==> src/rtl/qfs_pkg.sv <==
`timescale 1ns/1ps
package qfs_pkg;
   typedef enum logic [2:0] {
      ST_IDLE  = 3'd0,
      ST_LEAD  = 3'd1,
      ST_SHIFT = 3'd2,
      ST_TRAIL = 3'd3,
      ST_GAP   = 3'd4
   } qfs_state_e;
endpackage

==> src/rtl/qfs_cfg_regs.sv <==
`timescale 1ns/1ps
// Holds the clock/select setup and the four interval counts.
// Both words load only while the global enable is low.
module qfs_cfg_regs #(
   parameter int DIV_W = 4,
   parameter int DLY_W = 8,
   parameter int CS_W  = 4,
   localparam int CFG_W = DIV_W + 3 + CS_W
) (
   input  logic               clk,
   input  logic               rst_n,
   input  logic               en,
   input  logic               cfg_we,
   input  logic [CFG_W-1:0]   cfg_word,
   input  logic               dly_we,
   input  logic [4*DLY_W-1:0] dly_word,
   output logic [DIV_W-1:0]   div,
   output logic               cpol,
   output logic               cpha,
   output logic               dec,
   output logic [CS_W-1:0]    sel,
   output logic [DLY_W-1:0]   lead_cnt,
   output logic [DLY_W-1:0]   trail_cnt,
   output logic [DLY_W-1:0]   swap_cnt,
   output logic [DLY_W-1:0]   rest_cnt
);
   always_ff @(posedge clk or negedge rst_n) begin
      if (!rst_n) begin
         div  <= '0;
         cpol <= 1'b0;
         cpha <= 1'b0;
         dec  <= 1'b0;
         sel  <= '0;
      end else if (cfg_we && !en) begin
         {sel, dec, cpha, cpol, div} <= cfg_word;
      end
   end

   always_ff @(posedge clk or negedge rst_n) begin
      if (!rst_n) begin
         lead_cnt  <= '0;
         trail_cnt <= '0;
         swap_cnt  <= '0;
         rest_cnt  <= '0;
      end else if (dly_we && !en) begin
         {rest_cnt, swap_cnt, trail_cnt, lead_cnt} <= dly_word;
      end
   end
endmodule

==> src/rtl/qfs_sel_map.sv <==
`timescale 1ns/1ps
// Turns the select code into the pin pattern: raw code for an external
// decoder, or one low line per device.
module qfs_sel_map #(
   parameter int CS_W = 4,
   localparam int IDX_W = (CS_W > 1) ? $clog2(CS_W) : 1
) (
   input  logic            dec,
   input  logic [CS_W-1:0] sel,
   output logic [CS_W-1:0] pat
);
   logic [CS_W-1:0] one_cold;

   for (genvar gi = 0; gi < CS_W; gi++) begin : g_line
      assign one_cold[gi] = (sel[IDX_W-1:0] != IDX_W'(gi));
   end

   assign pat = dec ? sel : one_cold;
endmodule

==> src/rtl/qfs_sclk_gen.sv <==
`timescale 1ns/1ps
// Half-period divider and edge placement for the serial clock.
module qfs_sclk_gen #(
   parameter int DIV_W = 4,
   parameter int NB_W  = 8,
   localparam int HC_W = NB_W + 1
) (
   input  logic             clk,
   input  logic             rst_n,
   input  logic             go,
   input  logic [NB_W-1:0]  bits,
   input  logic [DIV_W-1:0] div,
   input  logic             cpol,
   input  logic             cpha,
   output logic             sclk,
   output logic             last_end
);
   logic             active;
   logic [DIV_W-1:0] sub;
   logic [HC_W-1:0]  hidx;
   logic [HC_W-1:0]  hlast;
   logic             lvl;

   assign hlast    = {bits, 1'b0} - HC_W'(1);
   assign last_end = active && (sub == '0) && (hidx == hlast);

   always_ff @(posedge clk or negedge rst_n) begin
      if (!rst_n) begin
         active <= 1'b0;
         sub    <= '0;
         hidx   <= '0;
         lvl    <= 1'b0;
      end else if (go) begin
         active <= 1'b1;
         sub    <= div;
         hidx   <= '0;
         lvl    <= cpha ? ~cpol : cpol;
      end else if (active) begin
         if (sub == '0) begin
            if (last_end) begin
               active <= 1'b0;
            end else begin
               hidx <= hidx + HC_W'(1);
               sub  <= div;
            end
            // phase 1 places no edge at the end of the final half period
            if (!(last_end && cpha)) lvl <= ~lvl;
         end else begin
            sub <= sub - DIV_W'(1);
         end
      end
   end

   assign sclk = active ? lvl : cpol;
endmodule

==> src/rtl/qfs_seq.sv <==
`timescale 1ns/1ps
// Transfer sequencer: lead, clocking, trail and rest intervals.
module qfs_seq
   import qfs_pkg::*;
#(
   parameter int DIV_W = 4,
   parameter int DLY_W = 8,
   parameter int CS_W  = 4,
   parameter int NB_W  = 8,
   parameter int TMR_W = 10
) (
   input  logic             clk,
   input  logic             rst_n,
   input  logic             en,
   input  logic             start,
   input  logic [NB_W-1:0]  bits,
   input  logic [DIV_W-1:0] div,
   input  logic [DLY_W-1:0] lead_cnt,
   input  logic [DLY_W-1:0] trail_cnt,
   input  logic [DLY_W-1:0] swap_cnt,
   input  logic [DLY_W-1:0] rest_cnt,
   input  logic [CS_W-1:0]  pat,
   input  logic             shift_last,
   output logic             shift_go,
   output logic [NB_W-1:0]  bits_q,
   output logic [CS_W-1:0]  csn,
   output logic             busy
);
   qfs_state_e       state, nxt;
   logic [TMR_W-1:0] tmr, tmr_nxt;
   logic [TMR_W-1:0] twoh;
   logic [CS_W-1:0]  pat_q, prev_pat, pat_use;
   logic             prev_vld;
   logic             accept, tmr_zero, swap, sel_low;

   assign twoh     = TMR_W'({div, 1'b0}) + TMR_W'(2);
   assign accept   = (state == ST_IDLE) && en && start && (bits != '0);
   assign tmr_zero = (tmr == '0);
   assign shift_go = (state == ST_LEAD) && tmr_zero;
   assign swap     = prev_vld && (prev_pat != pat_q);
   assign pat_use  = accept ? pat : pat_q;

   always_comb begin
      nxt     = state;
      tmr_nxt = tmr_zero ? '0 : tmr - TMR_W'(1);
      unique case (state)
         ST_IDLE: if (accept) begin
            nxt     = ST_LEAD;
            tmr_nxt = TMR_W'(lead_cnt);
         end
         ST_LEAD: if (tmr_zero) nxt = ST_SHIFT;
         ST_SHIFT: if (shift_last) begin
            nxt     = ST_TRAIL;
            tmr_nxt = TMR_W'(trail_cnt) + twoh + TMR_W'(2);
         end
         ST_TRAIL: if (tmr_zero) begin
            nxt     = ST_GAP;
            tmr_nxt = TMR_W'(rest_cnt) + twoh + (swap ? TMR_W'(swap_cnt) : '0);
         end
         ST_GAP: if (tmr_zero) nxt = ST_IDLE;
         default: nxt = ST_IDLE;
      endcase
   end

   assign sel_low = (nxt == ST_LEAD) || (nxt == ST_SHIFT) || (nxt == ST_TRAIL);

   always_ff @(posedge clk or negedge rst_n) begin
      if (!rst_n) begin
         state    <= ST_IDLE;
         tmr      <= '0;
         bits_q   <= '0;
         pat_q    <= '1;
         prev_pat <= '1;
         prev_vld <= 1'b0;
         csn      <= '1;
         busy     <= 1'b0;
      end else begin
         state <= nxt;
         tmr   <= tmr_nxt;
         if (accept) begin
            bits_q <= bits;
            pat_q  <= pat;
         end
         if ((state == ST_TRAIL) && tmr_zero) begin
            prev_pat <= pat_q;
            prev_vld <= 1'b1;
         end
         csn  <= sel_low ? pat_use : '1;
         busy <= (nxt != ST_IDLE);
      end
   end
endmodule

==> src/rtl/sflash_strobe_gen.sv <==
`timescale 1ns/1ps
module sflash_strobe_gen #(
   parameter int DIV_W = 4,
   parameter int DLY_W = 8,
   parameter int CS_W  = 4,
   parameter int NB_W  = 8,
   localparam int CFG_W  = DIV_W + 3 + CS_W,
   localparam int HALF_W = DIV_W + 1,
   localparam int TMR_W  = ((DLY_W > HALF_W + 1) ? DLY_W : HALF_W + 1) + 2
) (
   input  logic               clk,
   input  logic               rst_n,
   input  logic               ctl_en,
   input  logic               cfg_we,
   input  logic [CFG_W-1:0]   cfg_word,
   input  logic               dly_we,
   input  logic [4*DLY_W-1:0] dly_word,
   input  logic               xfer_start,
   input  logic [NB_W-1:0]    xfer_bits,
   output logic               sclk,
   output logic [CS_W-1:0]    csn,
   output logic               busy,
   output logic               idle
);
   if (DIV_W < 1 || DIV_W > 8) begin : g_bad_div
      $error("DIV_W must lie in 1..8");
   end
   if (CS_W < 2) begin : g_bad_cs
      $error("CS_W must be at least 2");
   end
   if (NB_W < 1 || DLY_W < 1) begin : g_bad_cnt
      $error("NB_W and DLY_W must be positive");
   end

   logic [DIV_W-1:0] cfg_div;
   logic             cfg_cpol, cfg_cpha, cfg_dec;
   logic [CS_W-1:0]  cfg_sel, sel_pat;
   logic [DLY_W-1:0] lead_cnt, trail_cnt, swap_cnt, rest_cnt;
   logic [NB_W-1:0]  bits_q;
   logic             shift_go, shift_last;

   qfs_cfg_regs #(.DIV_W(DIV_W), .DLY_W(DLY_W), .CS_W(CS_W)) i_regs (
      .clk(clk), .rst_n(rst_n), .en(ctl_en),
      .cfg_we(cfg_we), .cfg_word(cfg_word),
      .dly_we(dly_we), .dly_word(dly_word),
      .div(cfg_div), .cpol(cfg_cpol), .cpha(cfg_cpha), .dec(cfg_dec), .sel(cfg_sel),
      .lead_cnt(lead_cnt), .trail_cnt(trail_cnt), .swap_cnt(swap_cnt), .rest_cnt(rest_cnt)
   );

   qfs_sel_map #(.CS_W(CS_W)) i_map (
      .dec(cfg_dec), .sel(cfg_sel), .pat(sel_pat)
   );

   qfs_seq #(.DIV_W(DIV_W), .DLY_W(DLY_W), .CS_W(CS_W), .NB_W(NB_W), .TMR_W(TMR_W)) i_seq (
      .clk(clk), .rst_n(rst_n), .en(ctl_en), .start(xfer_start), .bits(xfer_bits),
      .div(cfg_div), .lead_cnt(lead_cnt), .trail_cnt(trail_cnt),
      .swap_cnt(swap_cnt), .rest_cnt(rest_cnt), .pat(sel_pat),
      .shift_last(shift_last), .shift_go(shift_go), .bits_q(bits_q),
      .csn(csn), .busy(busy)
   );

   qfs_sclk_gen #(.DIV_W(DIV_W), .NB_W(NB_W)) i_clk (
      .clk(clk), .rst_n(rst_n), .go(shift_go), .bits(bits_q),
      .div(cfg_div), .cpol(cfg_cpol), .cpha(cfg_cpha),
      .sclk(sclk), .last_end(shift_last)
   );

   assign idle = ~busy;
endmodule

==> config.mk <==
export PLATFORM = sky130hd
export DESIGN_NAME = sflash_strobe_gen
export DESIGN_NICKNAME = d
export VERILOG_FILES = /design/src/rtl/qfs_pkg.sv /design/src/rtl/qfs_cfg_regs.sv /design/src/rtl/qfs_sel_map.sv /design/src/rtl/qfs_sclk_gen.sv /design/src/rtl/qfs_seq.sv /design/src/rtl/sflash_strobe_gen.sv
export SDC_FILE = /design/constraint.sdc
export NUM_CORES = 1
export LEC_CHECK = 0
export BUFFER_PORTS_ARGS = -buffer_cell sky130_fd_sc_hd__buf_4
export CAP_MARGIN = 20
export CELL_PAD_IN_SITES_DETAIL_PLACEMENT = 0
export CELL_PAD_IN_SITES_GLOBAL_PLACEMENT = 1
export CORE_UTILIZATION = 50
export DETAILED_ROUTE_END_ITERATION = 6
export PLACE_DENSITY_LB_ADDON = 0.1
export SYNTH_ARGS = -nofsm -noshare
export SYNTH_HDL_FRONTEND = slang
export SYNTH_SLANG_ARGS = --single-unit
export TNS_END_PERCENT = 50
==> constraint.sdc <==
create_clock -name clk -period 8.71 [get_ports clk]
set_input_delay 1.742 -clock clk [delete_from_list [all_inputs] [get_ports clk]]
set_output_delay 1.742 -clock clk [all_outputs]
set_load 0.05 [all_outputs]
==> out/qor_table.md <==
| Stage | Parameter | Reported |
|:---|:---|:---|
| status | Run status | finished, final reports clean |
| drt | Total wire length | 12.93 mm |
| power and ir drop | Peak supply drop | 0.00009393 V |
| sta | Final worst path period share | 40.31% |
| sta | Total negative setup slack | 0 ps |
| setup path | Cell type of the slowest stage on the worst timing path | sky130_fd_sc_hd__dfstp_2 |
| clock tree | Inserted Clock Buffers | 9 |
| setup path | CP dominant cell by count | sky130_fd_sc_hd__fa_1 |
| synth | Synth cell count leaders | sky130_fd_sc_hd__dfrtp_1, sky130_fd_sc_hd__nand2_1, sky130_fd_sc_hd__mux2_2 |
| sta | Count of endpoints failing hold in the final timing report | 0 |
| sta | Highest attainable clock frequency | 284.8 MHz |
| power and ir drop | Switching share of total power | 31.38% |
| layout | Final #Nets | 704 |
| synth | Number of warnings reported in the yosys synthesis log | 0 |
| setup path | Critical Setup Path Class | reg -> reg |
| drt | Via-per-instance ratio | 5.705 |
| power and ir drop | Power Dens Cells | 160.8 nW/um2 |
| grt | Global route total overflow | 0 |
| floorplan | Placement Rows | 38 |
| power and ir drop | Share of power burned in the clock network | 28.1% |
| power and ir drop | Power after layout | 0.001018 W |
| power and ir drop | Gate power share | 22.4% |
| setup path | Crit Path Max Fanout | 8 |
| layout | Layout cell share with drive strength beyond 1 | 25.00% |
| synth | Cells taking the most area after synthesis | sky130_fd_sc_hd__dfrtp_1, sky130_fd_sc_hd__mux2_2, sky130_fd_sc_hd__dfstp_2, sky130_fd_sc_hd__ha_1, sky130_fd_sc_hd__nand2_1 |
| synth | Top flip-flop cell by instance count after synthesis | sky130_fd_sc_hd__dfrtp_1 |
| layout | Filler cell count in the final layout | 968 |
| floorplan | Core Area | 10790 um2 |
| drt | Remaining routing DRC violations | 0 |
| floorplan | Die height | 107.2 um |
| synth | Avg Cell Area, Syn | 9.913 um2 |
| setup path | Worst path arrival time | 3810 ps |
| grt | GRT Overall Usage | 24.33% |
| placed design | HPWL Detailed | 9.652 mm |
| setup path | Kind of launch point of the worst setup path | register |
| placed design | Minimum setup slack after placement | 5099 ps |
| floorplan | Initial Utilization | 51.25% |
| placed design | Global placement routability congestion | 0.8847 |
| synth | Flip-flop and latch count after synthesis | 93 |
| floorplan | Full die area | 11490 um2 |
| synth | Most repeated cell in the gate-level netlist after synthesis | sky130_fd_sc_hd__dfrtp_1 |
| sta | Final Max Tran Viols | 0 |
| drt | Number of optimization iterations in the first detailed-route pass | 4 |
| drt | Count of antenna-violating nets left after detailed routing | 0 |
| sta | Total of endpoints with negative setup slack in the final report | 0 |
| clock tree | Number of cells upsized or downsized after cts | 0 |
| grt | Global-route wire length before repair | 21.48 mm |
| sta | Transition time at the pin with the least slew margin | 940.0 ps |
| grt | Initial antenna violation count | 0 |
| sta | Unrepaired setup endpoints after global routing | false |
| floorplan | Number of ports placed on the die boundary | 64 |
| sta | Max-Slew Margin vs Limit | 37.20% |
| setup path | Maximum single-stage delay on the critical path | 560 ps |
| drt | Via count | 4336 |
| layout | Layout overhead on the synthesized area | 14.41% |
| setup path | Endpoint class of the critical path | register |
| power and ir drop | Leakage power figure | 2.874 nW |
| clock tree | Insertion delay to the later sink of the worst-skew pair | 380 ps |
| placed design | # port buffers | 63 |
| power and ir drop | Sequential share of power | 49.5% |
| power and ir drop | Internal power | 0.0006985 W |
| clock tree | Hold_buf cts | 0 |
| clock tree | Count of clock tree sinks | 93 |
| run | Max-cap violations | 0 |
| synth | Share of Yosys cell area claimed by the top area cell type | 36.64% |
| floorplan | Die Wd | 107.2 um |
| synth | Post-synthesis cell area | 5532 um2 |
| setup path | Buffer and inverter count on the worst path | 1 |
| clock tree | TritonCTS clock tree | yes |
| sta | Final Worst Setup Slack | 5199 ps |
| synth | Synth Instances | 558 |
| drt | Violation count after the first detailed-route iteration | 256 |
| grt | Maximum number of pins on one net before global-route repair | 55 |
| grt | Via count of the first global-routing pass | 4371 |
| synth | Unique masters post-synth | 67 |
| synth | Largest area contributor in the netlist | sky130_fd_sc_hd__dfrtp_1 |
| drt | Routed length per placed instance | 17.01 um |
| sta | Clock tree skew after final layout | 12.07 ps |
| setup path | Worst Path Required | 9010 ps |
| hold path | Worst hold path type | reg -> reg |
| clock tree | Clk Tree Root Cell | sky130_fd_sc_hd__clkbuf_8 |
| clock tree | Post-CTS Setup Repair Bufs | 0 |
| layout | Final antenna diode count | 0 |
| clock tree | Maximum buffer depth of the clock tree | 2 |
| power and ir drop | Switching component of the power | 0.0003194 W |
| clock tree | H-tree depth | 3 |
| synth | Number of flops mapped to enable cells by yosys | 0 |
| setup path | Cells along the critical path | xor2_1 > o41a_1 > and2_1 > fa_1 > ha_1 > inv_1 > fa_1 > nor2b_1 > o21ai_0 > a21boi_0 > o21a_1 > o211ai_1 > a31oi_1 |
| synth | Proportion of synthesized flip-flops having asynchronous set or reset | 100.0% |
| synth | Mapped Nets | 647 |
| setup path | Cell family with most CP delay | compound AO/OA/AOI/OAI gates |
| clock tree | Clock-pin slew on the worst setup and hold paths | 100 ps |
| synth | Share of synthesized area occupied by flip-flops and latches | 42.34% |
| sta | Period minus WS final | 3511 ps |
-- sequential cells by signal (all words and copies together) (netlist names), 8 cells and up --
| name | cells |
|---|---|
| i_seq.tmr | 10 |
| i_clk.hidx | 9 |
| i_regs.lead_cnt | 8 |
| i_regs.rest_cnt | 8 |
| i_regs.swap_cnt | 8 |
| i_regs.trail_cnt | 8 |
| i_seq.bits_q | 8 |
-- per-layer routing --
layer	routed length (um)	track usage [%]	part of all wire, %	up-vias
met4	284	10.08	2.2	0
met1	5677	30.92	44	2110
met2	6515	41.80	50	93
met3	449	3.100	3.5	23
met5	0	0	0	-
li1	-	-	-	2110
-- per-stage QoR --
| step | hold slack [ps] | cell area (um2) | util [%] | cells |
|---|---|---|---|---|
| 2_1_floorplan | 440.4 | 5532 | - | 558 |
| 3_3_place_gp | 455.7 | 6131 | 56.81 | 743 |
| 3_5_place_dp | 459.7 | 6131 | 56.81 | 743 |
| 4_1_cts | 474.9 | 6321 | 58.57 | 759 |
| 5_1_grt | 488.2 | 6329 | 58.64 | 760 |
| 6_report | 473.3 | 6329 | 58.64 | 760 |
-- layout make-up --
cell class	count	area (um2)	area share (%)
clock buffers	10	137.6	2.175
clock inverters	6	52.55	0.8304
inverters	32	120.1	1.898
multi-input cells	410	2983	47.13
flip-flops and latches	93	2342	37.01
well taps	140	175.2	2.768
repair buffers	69	518.0	8.185
-- power by group through the flow --
stage	clock [W]	combinational [W]	sequential (W)
final	0.000286	0.000228	0.000504
after global routing	0.000313	0.000259	0.000509
after CTS	0.000296	0.000231	0.000504
after detailed placement	0	0.000228	0.000513
after global placement	0	0.000223	0.000512
after floorplan	0	0.000158	0.000503
-- logic make-up (layout without fill, tap and decap cells) --
family / count (synthesis) / count (layout) / synth area share [%]
and+or+nand+nor: 201 / 201 / 18.84
AOI/OAI and AO/OA: 110 / 110 / 14.23
DFF: 93 / 93 / 42.34
buffers and inverters: 55 / 117 / 3.958
muxes: 43 / 43 / 8.641
adders and majority gates: 32 / 32 / 8.188
xor gates and xnor gates: 24 / 24 / 3.800
-- layout by cell type (no fill, tap or decap), types with 6 or more instances in the layout --
master | synthesis | final
sky130_fd_sc_hd__nor4_1 | 9 | 9
sky130_fd_sc_hd__ha_1 | 25 | 25
sky130_fd_sc_hd__dfstp_2 | 12 | 12
sky130_fd_sc_hd__a21oi_1 | 19 | 19
sky130_fd_sc_hd__o21ai_0 | 22 | 22
sky130_fd_sc_hd__clkbuf_8 | 0 | 10
sky130_fd_sc_hd__nor2_1 | 27 | 27
sky130_fd_sc_hd__mux2_2 | 38 | 38
sky130_fd_sc_hd__nand3_1 | 10 | 10
sky130_fd_sc_hd__xor2_1 | 13 | 13
sky130_fd_sc_hd__nand2_1 | 74 | 74
sky130_fd_sc_hd__dfrtp_1 | 81 | 81
sky130_fd_sc_hd__nand2b_1 | 16 | 16
sky130_fd_sc_hd__o211ai_1 | 6 | 6
sky130_fd_sc_hd__xnor2_1 | 11 | 11
sky130_fd_sc_hd__inv_1 | 32 | 32
sky130_fd_sc_hd__and2_1 | 9 | 9
sky130_fd_sc_hd__nor3_1 | 17 | 17
sky130_fd_sc_hd__buf_4 | 1 | 69
sky130_fd_sc_hd__fa_1 | 7 | 7
-- final timing paths --
| check | from | end | slack (ps) | cells after the start |
|---|---|---|---|---|
| setup / recovery | i_seq.pat_q[2] | i_seq.tmr[9] | 5200 | 13 |
| hold / removal | i_seq.prev_pat[0] | i_seq.prev_pat[0] | 470 | 2 |
| setup reg to reg | i_seq.pat_q[2] | i_seq.tmr[9] | 5200 | 13 |
| hold reg to reg | i_seq.prev_pat[0] | i_seq.prev_pat[0] | 470 | 2 |
| max in group asynchronous | rst_n | i_seq.prev_vld | 6290 | 2 |
| min in group asynchronous | rst_n | i_clk.hidx[0] | 1350 | 1 |
-- worst min-delay path, delay by kind of cell, from the launching register on --
family	cells	cell delay, ps
DFF	1	390
and+or+nand+nor	2	100
(Power assumes the default switching activity.)
